<file path="src/rtl/insn_align_pkg.sv">
package insn_align_pkg;

  typedef logic [15:0] half_t;

  // True when the halfword begins a two-halfword instruction.
  function automatic logic starts_wide(half_t h);
    return (h[15:13] == 3'b111) && (h[12:11] != 2'b00);
  endfunction

endpackage

</file>
<file path="src/rtl/half_shift_buf.sv">
module half_shift_buf #(
  parameter int DEPTH = 4,
  localparam int CW = $clog2(DEPTH + 1)
) (
  input  logic                       clk,
  input  logic                       rst,
  input  logic                       clr,
  input  logic [1:0]                 pop_n,
  input  logic [1:0]                 push_n,
  input  insn_align_pkg::half_t      push_h0,
  input  insn_align_pkg::half_t      push_h1,
  output insn_align_pkg::half_t      head0,
  output insn_align_pkg::half_t      head1,
  output logic [CW-1:0]              count
);
  import insn_align_pkg::*;

  half_t         q   [DEPTH];
  half_t         nxt [DEPTH];
  logic [CW-1:0] cnt_q;

  // Entry i after the update is old entry i+pop, or a freshly pushed halfword.
  always_comb begin
    for (int i = 0; i < DEPTH; i++) begin
      int src;
      int j;
      nxt[i] = q[i];
      src    = i + int'(pop_n);
      j      = src - int'(cnt_q);
      if (src < int'(cnt_q)) begin
        for (int k = 0; k < DEPTH; k++)
          if (k == src) nxt[i] = q[k];
      end else if (j == 0 && push_n != 2'd0) begin
        nxt[i] = push_h0;
      end else if (j == 1 && push_n == 2'd2) begin
        nxt[i] = push_h1;
      end
    end
  end

  always_ff @(posedge clk) begin
    q <= nxt;
  end

  always_ff @(posedge clk) begin
    if (rst || clr) cnt_q <= '0;
    else            cnt_q <= cnt_q - CW'(pop_n) + CW'(push_n);
  end

  assign head0 = q[0];
  assign head1 = q[1];
  assign count = cnt_q;

  p_no_overflow_r7: assert property (@(posedge clk) disable iff (rst)
    int'(cnt_q) <= DEPTH);
  p_pop_backed_r6: assert property (@(posedge clk) disable iff (rst)
    CW'(pop_n) <= cnt_q);

endmodule

</file>
<file path="src/rtl/insn_head_view.sv">
module insn_head_view #(
  parameter int CW = 3
) (
  input  insn_align_pkg::half_t h0,
  input  insn_align_pkg::half_t h1,
  input  logic [CW-1:0]         count,
  output logic                  complete,
  output logic                  is32,
  output logic [31:0]           insn
);
  import insn_align_pkg::*;

  always_comb begin
    is32     = starts_wide(h0);
    complete = (count >= CW'(2)) || ((count == CW'(1)) && !is32);
    insn     = is32 ? {h0, h1} : {16'h0000, h0};
  end

endmodule

</file>
<file path="src/rtl/insn_aligner.sv">
module insn_aligner #(
  parameter int          AW         = 32,
  parameter int          DEPTH      = 4,
  parameter logic [31:0] RESET_ADDR = 32'h0,
  localparam int         CW         = $clog2(DEPTH + 1)
) (
  input  logic          clk,
  input  logic          rst,
  input  logic          flush,
  input  logic [AW-1:0] flush_addr,
  input  logic          in_valid,
  output logic          in_ready,
  input  logic [31:0]   in_data,
  output logic          out_valid,
  input  logic          out_ready,
  output logic [31:0]   out_insn,
  output logic          out_is32,
  output logic [AW-1:0] out_addr
);
  import insn_align_pkg::*;

  logic [AW-1:0] pc_q;
  logic          skip_q;
  logic [CW-1:0] count;
  half_t         head0, head1, push_h0;
  logic          complete, head_is32;
  logic          accept, emit;
  logic [1:0]    pop_n, push_n;
  logic [AW-1:0] step;

  half_shift_buf #(.DEPTH(DEPTH)) u_buf (
    .clk     (clk),
    .rst     (rst),
    .clr     (flush),
    .pop_n   (pop_n),
    .push_n  (push_n),
    .push_h0 (push_h0),
    .push_h1 (in_data[31:16]),
    .head0   (head0),
    .head1   (head1),
    .count   (count)
  );

  insn_head_view #(.CW(CW)) u_view (
    .h0       (head0),
    .h1       (head1),
    .count    (count),
    .complete (complete),
    .is32     (head_is32),
    .insn     (out_insn)
  );

  assign in_ready  = !flush && (count <= CW'(DEPTH - 2));
  assign out_valid = !flush && complete;
  assign out_is32  = head_is32;
  assign out_addr  = pc_q;

  assign accept  = in_valid && in_ready;
  assign emit    = out_valid && out_ready;
  assign pop_n   = emit ? (head_is32 ? 2'd2 : 2'd1) : 2'd0;
  assign push_n  = accept ? (skip_q ? 2'd1 : 2'd2) : 2'd0;
  assign push_h0 = skip_q ? in_data[31:16] : in_data[15:0];
  assign step    = {{(AW-3){1'b0}}, head_is32, !head_is32, 1'b0};

  always_ff @(posedge clk) begin
    if (rst) begin
      pc_q   <= RESET_ADDR[AW-1:0];
      skip_q <= 1'b0;
    end else if (flush) begin
      pc_q   <= flush_addr & ~{{(AW-1){1'b0}}, 1'b1};
      skip_q <= flush_addr[1];
    end else begin
      if (accept) skip_q <= 1'b0;
      if (emit)   pc_q   <= pc_q + step;
    end
  end

  p_step_r5: assert property (@(posedge clk) disable iff (rst)
    (out_valid && out_ready) |=>
      out_addr == $past(out_addr) + ($past(out_is32) ? AW'(4) : AW'(2)));
  p_hold_r6: assert property (@(posedge clk) disable iff (rst)
    (out_valid && !out_ready) |=>
      (flush || (out_valid && $stable(out_insn) && $stable(out_addr))));
  p_stall_r7: assert property (@(posedge clk) disable iff (rst)
    (count > CW'(DEPTH - 2)) |-> !in_ready);
  p_flush_empty_r8: assert property (@(posedge clk) disable iff (rst)
    flush |=> !out_valid);
  p_flush_quiet_r8: assert property (@(posedge clk) disable iff (rst)
    flush |-> (!out_valid && !in_ready));

endmodule

</file>
<file path="config.mk">
export PLATFORM = sky130hd
export DESIGN_NAME = insn_aligner
export DESIGN_NICKNAME = d
export VERILOG_FILES = /design/src/rtl/insn_align_pkg.sv /design/src/rtl/half_shift_buf.sv /design/src/rtl/insn_head_view.sv /design/src/rtl/insn_aligner.sv
export SDC_FILE = /design/constraint.sdc
export NUM_CORES = 1
export LEC_CHECK = 0
export ABC_CLOCK_PERIOD_IN_PS = 9000
export CORE_MARGIN = 10
export CORE_UTILIZATION = 54
export DETAILED_ROUTE_END_ITERATION = 10
export GPL_ROUTABILITY_DRIVEN = 0
export PLACE_DENSITY = 0.78
export RECOVER_POWER = 50
export SLEW_MARGIN = 30
export SYNTH_ARGS = -nofsm -noshare
export SYNTH_HDL_FRONTEND = slang
export SYNTH_SLANG_ARGS = --single-unit
</file>
<file path="constraint.sdc">
create_clock -name clk -period 9 [get_ports clk]
set_input_delay 2.7 -clock clk [delete_from_list [all_inputs] [get_ports clk]]
set_output_delay 2.7 -clock clk [all_outputs]
set_load 0.02 [all_outputs]
</file>
Word level (Yosys, flattened, before mapping) --
Index checks and enable logic that the tools add are counted.
Word-level totals: register bits after elaboration 100, input port bits 69, output and inout port bits 67, logic and storage cells 125
Operators by class: add/sub/neg operators 10, order comparisons 6, equality and inequality tests 26, muxes and demuxes 37, reduce and logical (&&, ||, !) cells 38
Operators by type and width (number):
- two-way mux 16 bit | 28
- logical NOT 32 bit | 7
- == test 3 x 32 -> 1 bit, first input constant | 6
- == test 32 x 2 -> 1 bit, second input constant | 4
- == test 2 x 32 -> 1 bit, first input constant | 3
- < comparator 32 x 4 -> 1 bit | 3
- two-way mux 32 bit | 3
- subtractor 32 x 4 -> 32 bit | 3
- adder 32 x 3 -> 32 bit | 1
- inequality test 4 bit, second input constant | 5
- logical AND 1 bit | 14
- nonzero test 3 bit | 4
- AND reduction 3 bit | 3
- two-way mux 2 bit | 4
- nonzero test 2 bit | 4
- adder 2 x 2 -> 3 bit, first input constant | 2
- == test 2 bit, first input constant | 2
- subtractor 2 x 3 -> 4 bit | 1
- adder 1 x 2 -> 3 bit, first input constant | 1
- adder 3 x 2 -> 3 bit | 1
- == test 3 x 1 -> 1 bit, second input constant | 1
- == test 3 bit, second input constant | 1
- >= comparator 3 x 2 -> 1 bit, second input constant | 1
- less-or-equal comparator 3 x 2 -> 1 bit, second input constant | 1
- 11 further kinds | 14

Logic depth before layout (Yosys ltp) --
depth in word-level cells 15, gate-level depth with buffers 21, gate-level depth less buffers 15

By module --
From an unflattened synthesis, not the netlist that was laid out.
Second synthesis, totals: cell total of the unflattened synthesis 889, area total of the unflattened synthesis 8391.8 um2
By module, submodules not included:
- half_shift_buf | times used 1, cells an instance 556, area each 5685.5 um2, seq. area each 1981.9 um2
- insn_aligner | times used 1, cells an instance 292, area each 2342.2 um2, seq. area each 640.6 um2
- insn_head_view | times used 1, cells an instance 41, area each 364.1 um2, seq. area each 0.0 um2

Worst setup path after synthesis --
OpenSTA, ideal clock, no wires.
path type input to register, start input out_ready, end register u_buf.q[0] in the netlist's numbering, enable pin, setup time 436 ps, arrival time 7213 ps, data required time 8564 ps, setup slack 1352 ps, cell stages on the path 13, buffers on the path 2, cell sequence nor2b_1 > o211ai_4 > buf_6 > clkbuf_1 > ha_1 > inv_1 > ha_1 > nor2b_1 > o21a_1 > or2_2 > ha_1 > xor2_1 > o41ai_1
On the way: word-level cells in the longest chain between the ends 8, elaborated cells between the ends (all ways) 17, classes of those cells add/sub: 2; order compare: 1; eq/ne: 6; mux: 1; reduce/logical: 7
Ends and longest elaborated chain:
- from (decl) | line insn_aligner.sv:15 | input logic out_ready,
- logical AND 1 bit (*) | line insn_aligner.sv:59 | assign emit = out_valid && out_ready;
- two-way mux 2 bit (*) | line insn_aligner.sv:60 | assign pop_n = emit ? (head_is32 ? 2'd2 : 2'd1) : 2'd0;
- adder 2 x 2 -> 3 bit (*) | line half_shift_buf.sv:28 | src = i + int'(pop_n);
- subtractor 32 x 4 -> 32 bit | line half_shift_buf.sv:29 | j = src - int'(cnt_q);
- == test 32 x 2 -> 1 bit or logical NOT 32 bit (tied branches) | line half_shift_buf.sv:35, half_shift_buf.sv:33
- logical AND 1 bit, on equally long branches | line half_shift_buf.sv:35, half_shift_buf.sv:33
- nonzero test 3 bit (no line)
- AND reduction 3 bit (no line) (*)
- to (signal assigned) | line half_shift_buf.sv:42 | q <= nxt;
- to (decl) | line half_shift_buf.sv:18 | half_t q [DEPTH];
Every way passes the cells marked *; elsewhere a longest branch is shown, timed or not. A chain may end at the register's enable or synchronous reset.

Worst setup path after layout --
start input out_ready, end register u_buf.q, in the netlist u_buf.head1[14], enable pin
On the way: word-level cells in the longest chain between the ends 8, elaborated cells between the ends (all ways) 17, classes of those cells add/sub: 2; order compare: 1; eq/ne: 6; mux: 1; reduce/logical: 7
Ends and longest elaborated chain (line):
- logical AND 1 bit (*) | insn_aligner.sv:59
- two-way mux 2 bit (*) | insn_aligner.sv:60
- adder 1 x 2 -> 3 bit (*) | half_shift_buf.sv:28
- subtractor 32 x 4 -> 32 bit | half_shift_buf.sv:29
- == test 32 x 2 -> 1 bit or logical NOT 32 bit (tied branches) | half_shift_buf.sv:35, half_shift_buf.sv:33
- logical AND 1 bit, on equally long branches | half_shift_buf.sv:35, half_shift_buf.sv:33
- nonzero test 3 bit (no line)
- AND reduction 3 bit (no line) (*)
Marked as above.

==> impl_results.md <==
* Status: complete, but fails checks
* Failing checks: capacitance limit, slew limit
* Post-DP Area at 9220 sq um
* Port Buf Inserts at about 130
* CORE AREA at 14,000 sq um
* Final worst-path cycle share at 0.888
* Nets at 1,048
* Post-synthesis cell count at 850
* Asr flop ratio synth at 0
* PD cells at 172 nW/um^2
* Multiplexer share of the synthesized area at 0.146
* Most frequent cells in the layout: mux2i_1, nand2_1, clkdlybuf4s50_1
* Cell area after synthesis at 7830 sq um
* Final Hold Fails at 0
* Complex-gate fraction of the synthesized area at 0.213
* DRT Pass-1 Iters at 5
* Pre-CTS WS at roughly 1.3 ns
* Vias at about 7,400
* Largest net degree at the start of global routing at just over 50
* Area occupied by multi-input gates at 4780 sq um
* Seq/Total Area, Yosys at 0.335
* Syn_area_per_cell at around 9 sq um
* Tightest Pin Transition at 1.67 ns
* CTS tree: done
* Post-CTS Setup Inserts at 0
* Pwr Total at between 1500 and 2000 uW
* Total GRT Usage at 0.250
* DRC at 0
* First-pass GRT wire length at 40,000 um
* Max capacitance violation total at 2
* Area Growth Syn to Fin at 21.7%
* Crit-path slowest cell: inv_1
* CP cell instances: dlygate4sd3_1 > nor2b_1 > o211ai_4 > nand2_1 > inv_1 > fa_1 > fa_1 > inv_1 > ha_1 > xor2_2 > buf_4 > nand4_1 > o21ai_1 > buf_4
* Worst-Skew Late Latency at 0.36 ns
* Synthesis-stage register bit count at ~100
* Worst setup margin at 1.00 ns
* Yosys warning count at 0
* Die Height at 140 um
* CTS Buffer Depth at 2
* Filler cell count at roughly 1,200
* TNS Setup at 0 ns
* HP Class: flop to flop
* Global route total overflow at 0
* Fmax at ~130 MHz
* Die Area at roughly 20,000 sq um
* CTS root buf: clkbuf_16
* Antenna viol nets, final at 0
* Synth Area in Adders at 0.0624
* Leakage at about 0.0038 uW
* Hold WS at just over 0.5 ns
* Worst Setup Start Kind: primary input
* Post-CTS Resized at 0
* Drt first-iter violations at 841
* Share of cells above drive strength 1 at 0.0610
* Worst-path fanout max at 34
* Ys flop type: edfxtp_1
* Fin. max-slew vios at 54
* Relative slew slack at -0.114
* Vias per cell at approximately 6.6
* Post-Route WL at 25,900 um
* Critical Path RT at approximately 9 ns
* Peak VDD IR at between 0.1 and 0.15 mV
* Max Clock Skew at 0.00790 ns
* Max incr delay on CP at ~0.79 ns
* Worst path bufs/invs at 5
* Post-synth EDFFs at 64
* Final setup vio count at 0
* Top Family by Delay on Critical Path: buffers and inverters
* Htree depth at 3
* Clock buffer count from CTS at 9
* DR WL/cell at 22.9 um
* Row count at 43
* Post-DP HPWL at around 17,000 um
* # IOs at 136
* Crit path kind: primary input to flop
* # clock sinks at 99
* Worst-path clk slew at 0.07 ns
* Hold-fix buffers, CTS at 0
* Most common cell after layout, fill and taps aside: mux2i_1
* Largest family of logic cells by synthesized area: compound AO/OA/AOI/OAI gates
* Crit path time final at 8.00 ns
* Simple logic cell fraction of the synthesized area at 0.172
* Fin area at 9520 sq um
* Die Width at 140 um
* XOR/XNOR share of the synthesized area at 0.0123
* CP Capture Type: flop
* Initial core utilization at 0.557
* Vias in the first global route at 7,229
* RSZ-0062 raised after global routing: false
* Worst Path Arrival at 8.03 ns
* Post-synth cell types at 79
* Mapped Nets at 952
* Register Area at 2620 sq um
* # diodes at 0
* Initial antenna violation count at 0
state kept, by name, indices dropped and copies added, names as in the netlist:
name and count:
u_buf.count 3, out_addr 31, u_buf.head0 16, u_buf.head1 16
u_buf.q 32, skip_q 1
worst paths after layout:
| kind | from | to | slack (ns) | depth (start not counted) |
|---|---|---|---|---|
| worst min register to register | out_addr[1]$_SDFFE_PP0P_ | out_addr[1]$_SDFFE_PP0P_ | 0.50 | 2 |
| worst max-delay path | out_ready | u_buf.head1[14]$_DFFE_PP_ | 1.00 | 14 |
| worst min-delay path | out_addr[1]$_SDFFE_PP0P_ | out_addr[1]$_SDFFE_PP0P_ | 0.50 | 2 |
| worst max register to register | u_buf.head0[11]$_DFFE_PP_ | u_buf.head1[14]$_DFFE_PP_ | 1.74 | 15 |
layer usage:
layer / global-route usage / share of wire
met2: 0.409 / 0.48
met1: 0.326 / 0.42
met3: 0.0389 / 0.079
met4: 0.0848 / 0.019
met5: 0 / 0
tightest hold or removal path, delay by kind of cell (launching register included):
family / cells / cell delay, ns
flops: 1 / 0.33
compound gates: 1 / 0.07
simple gates: 1 / 0.06
power by group:
group / total (uW) / switching, uW / internal [uW] / leakage, uW
Sequential: 606 / 47.0 / 559 / 0.000868
Combinational: 603 / 356 / 246 / 0.00273
Clock: 429 / 186 / 243 / 0.000155
Total: 1640 / 589 / 1050 / 0.00375
area by class of cell:
| cell class | count | share of cell area |
|---|---|---|
| multi-input combinational | 655 | 0.502 |
| sequential | 99 | 0.275 |
| timing repair buffer | 153 | 0.154 |
| clock buffer | 9 | 0.0237 |
| tap | 180 | 0.0237 |
| inverter | 28 | 0.0112 |
| clock inverter | 7 | 0.00946 |
kinds of logic (layout without fill, tap and decap cells):
| group | Yosys count | count (layout) |
|---|---|---|
| simple gates | 260 | 260 |
| compound gates | 236 | 236 |
| mux | 114 | 114 |
| flops | 99 | 99 |
| buf+inv | 96 | 197 |
| fa+ha+maj | 33 | 33 |
| xor+xnor | 11 | 11 |
| other cells | 1 | 1 |
cells in the mapped netlist (all sizes together), types with 23 or more instances:
master  number  area (sq um)
mux2i      113          1130
ha          23           288
clkbuf      37           139
inv         26           100
a211oi      32           258
a21oi       56           280
nand2      111           424
nor2        25          93.8
buf         31           208
dfxtp       35           701
o21ai       25           125
edfxtp      64          1920
per-stage QoR:
stage	instances	utilization
floorplan	850	-
global placement	1115	0.657
detailed placement	1115	0.657
CTS	1131	0.679
global route	1131	0.678
finish	1131	0.678
Power figures use the tool's default switching activity.
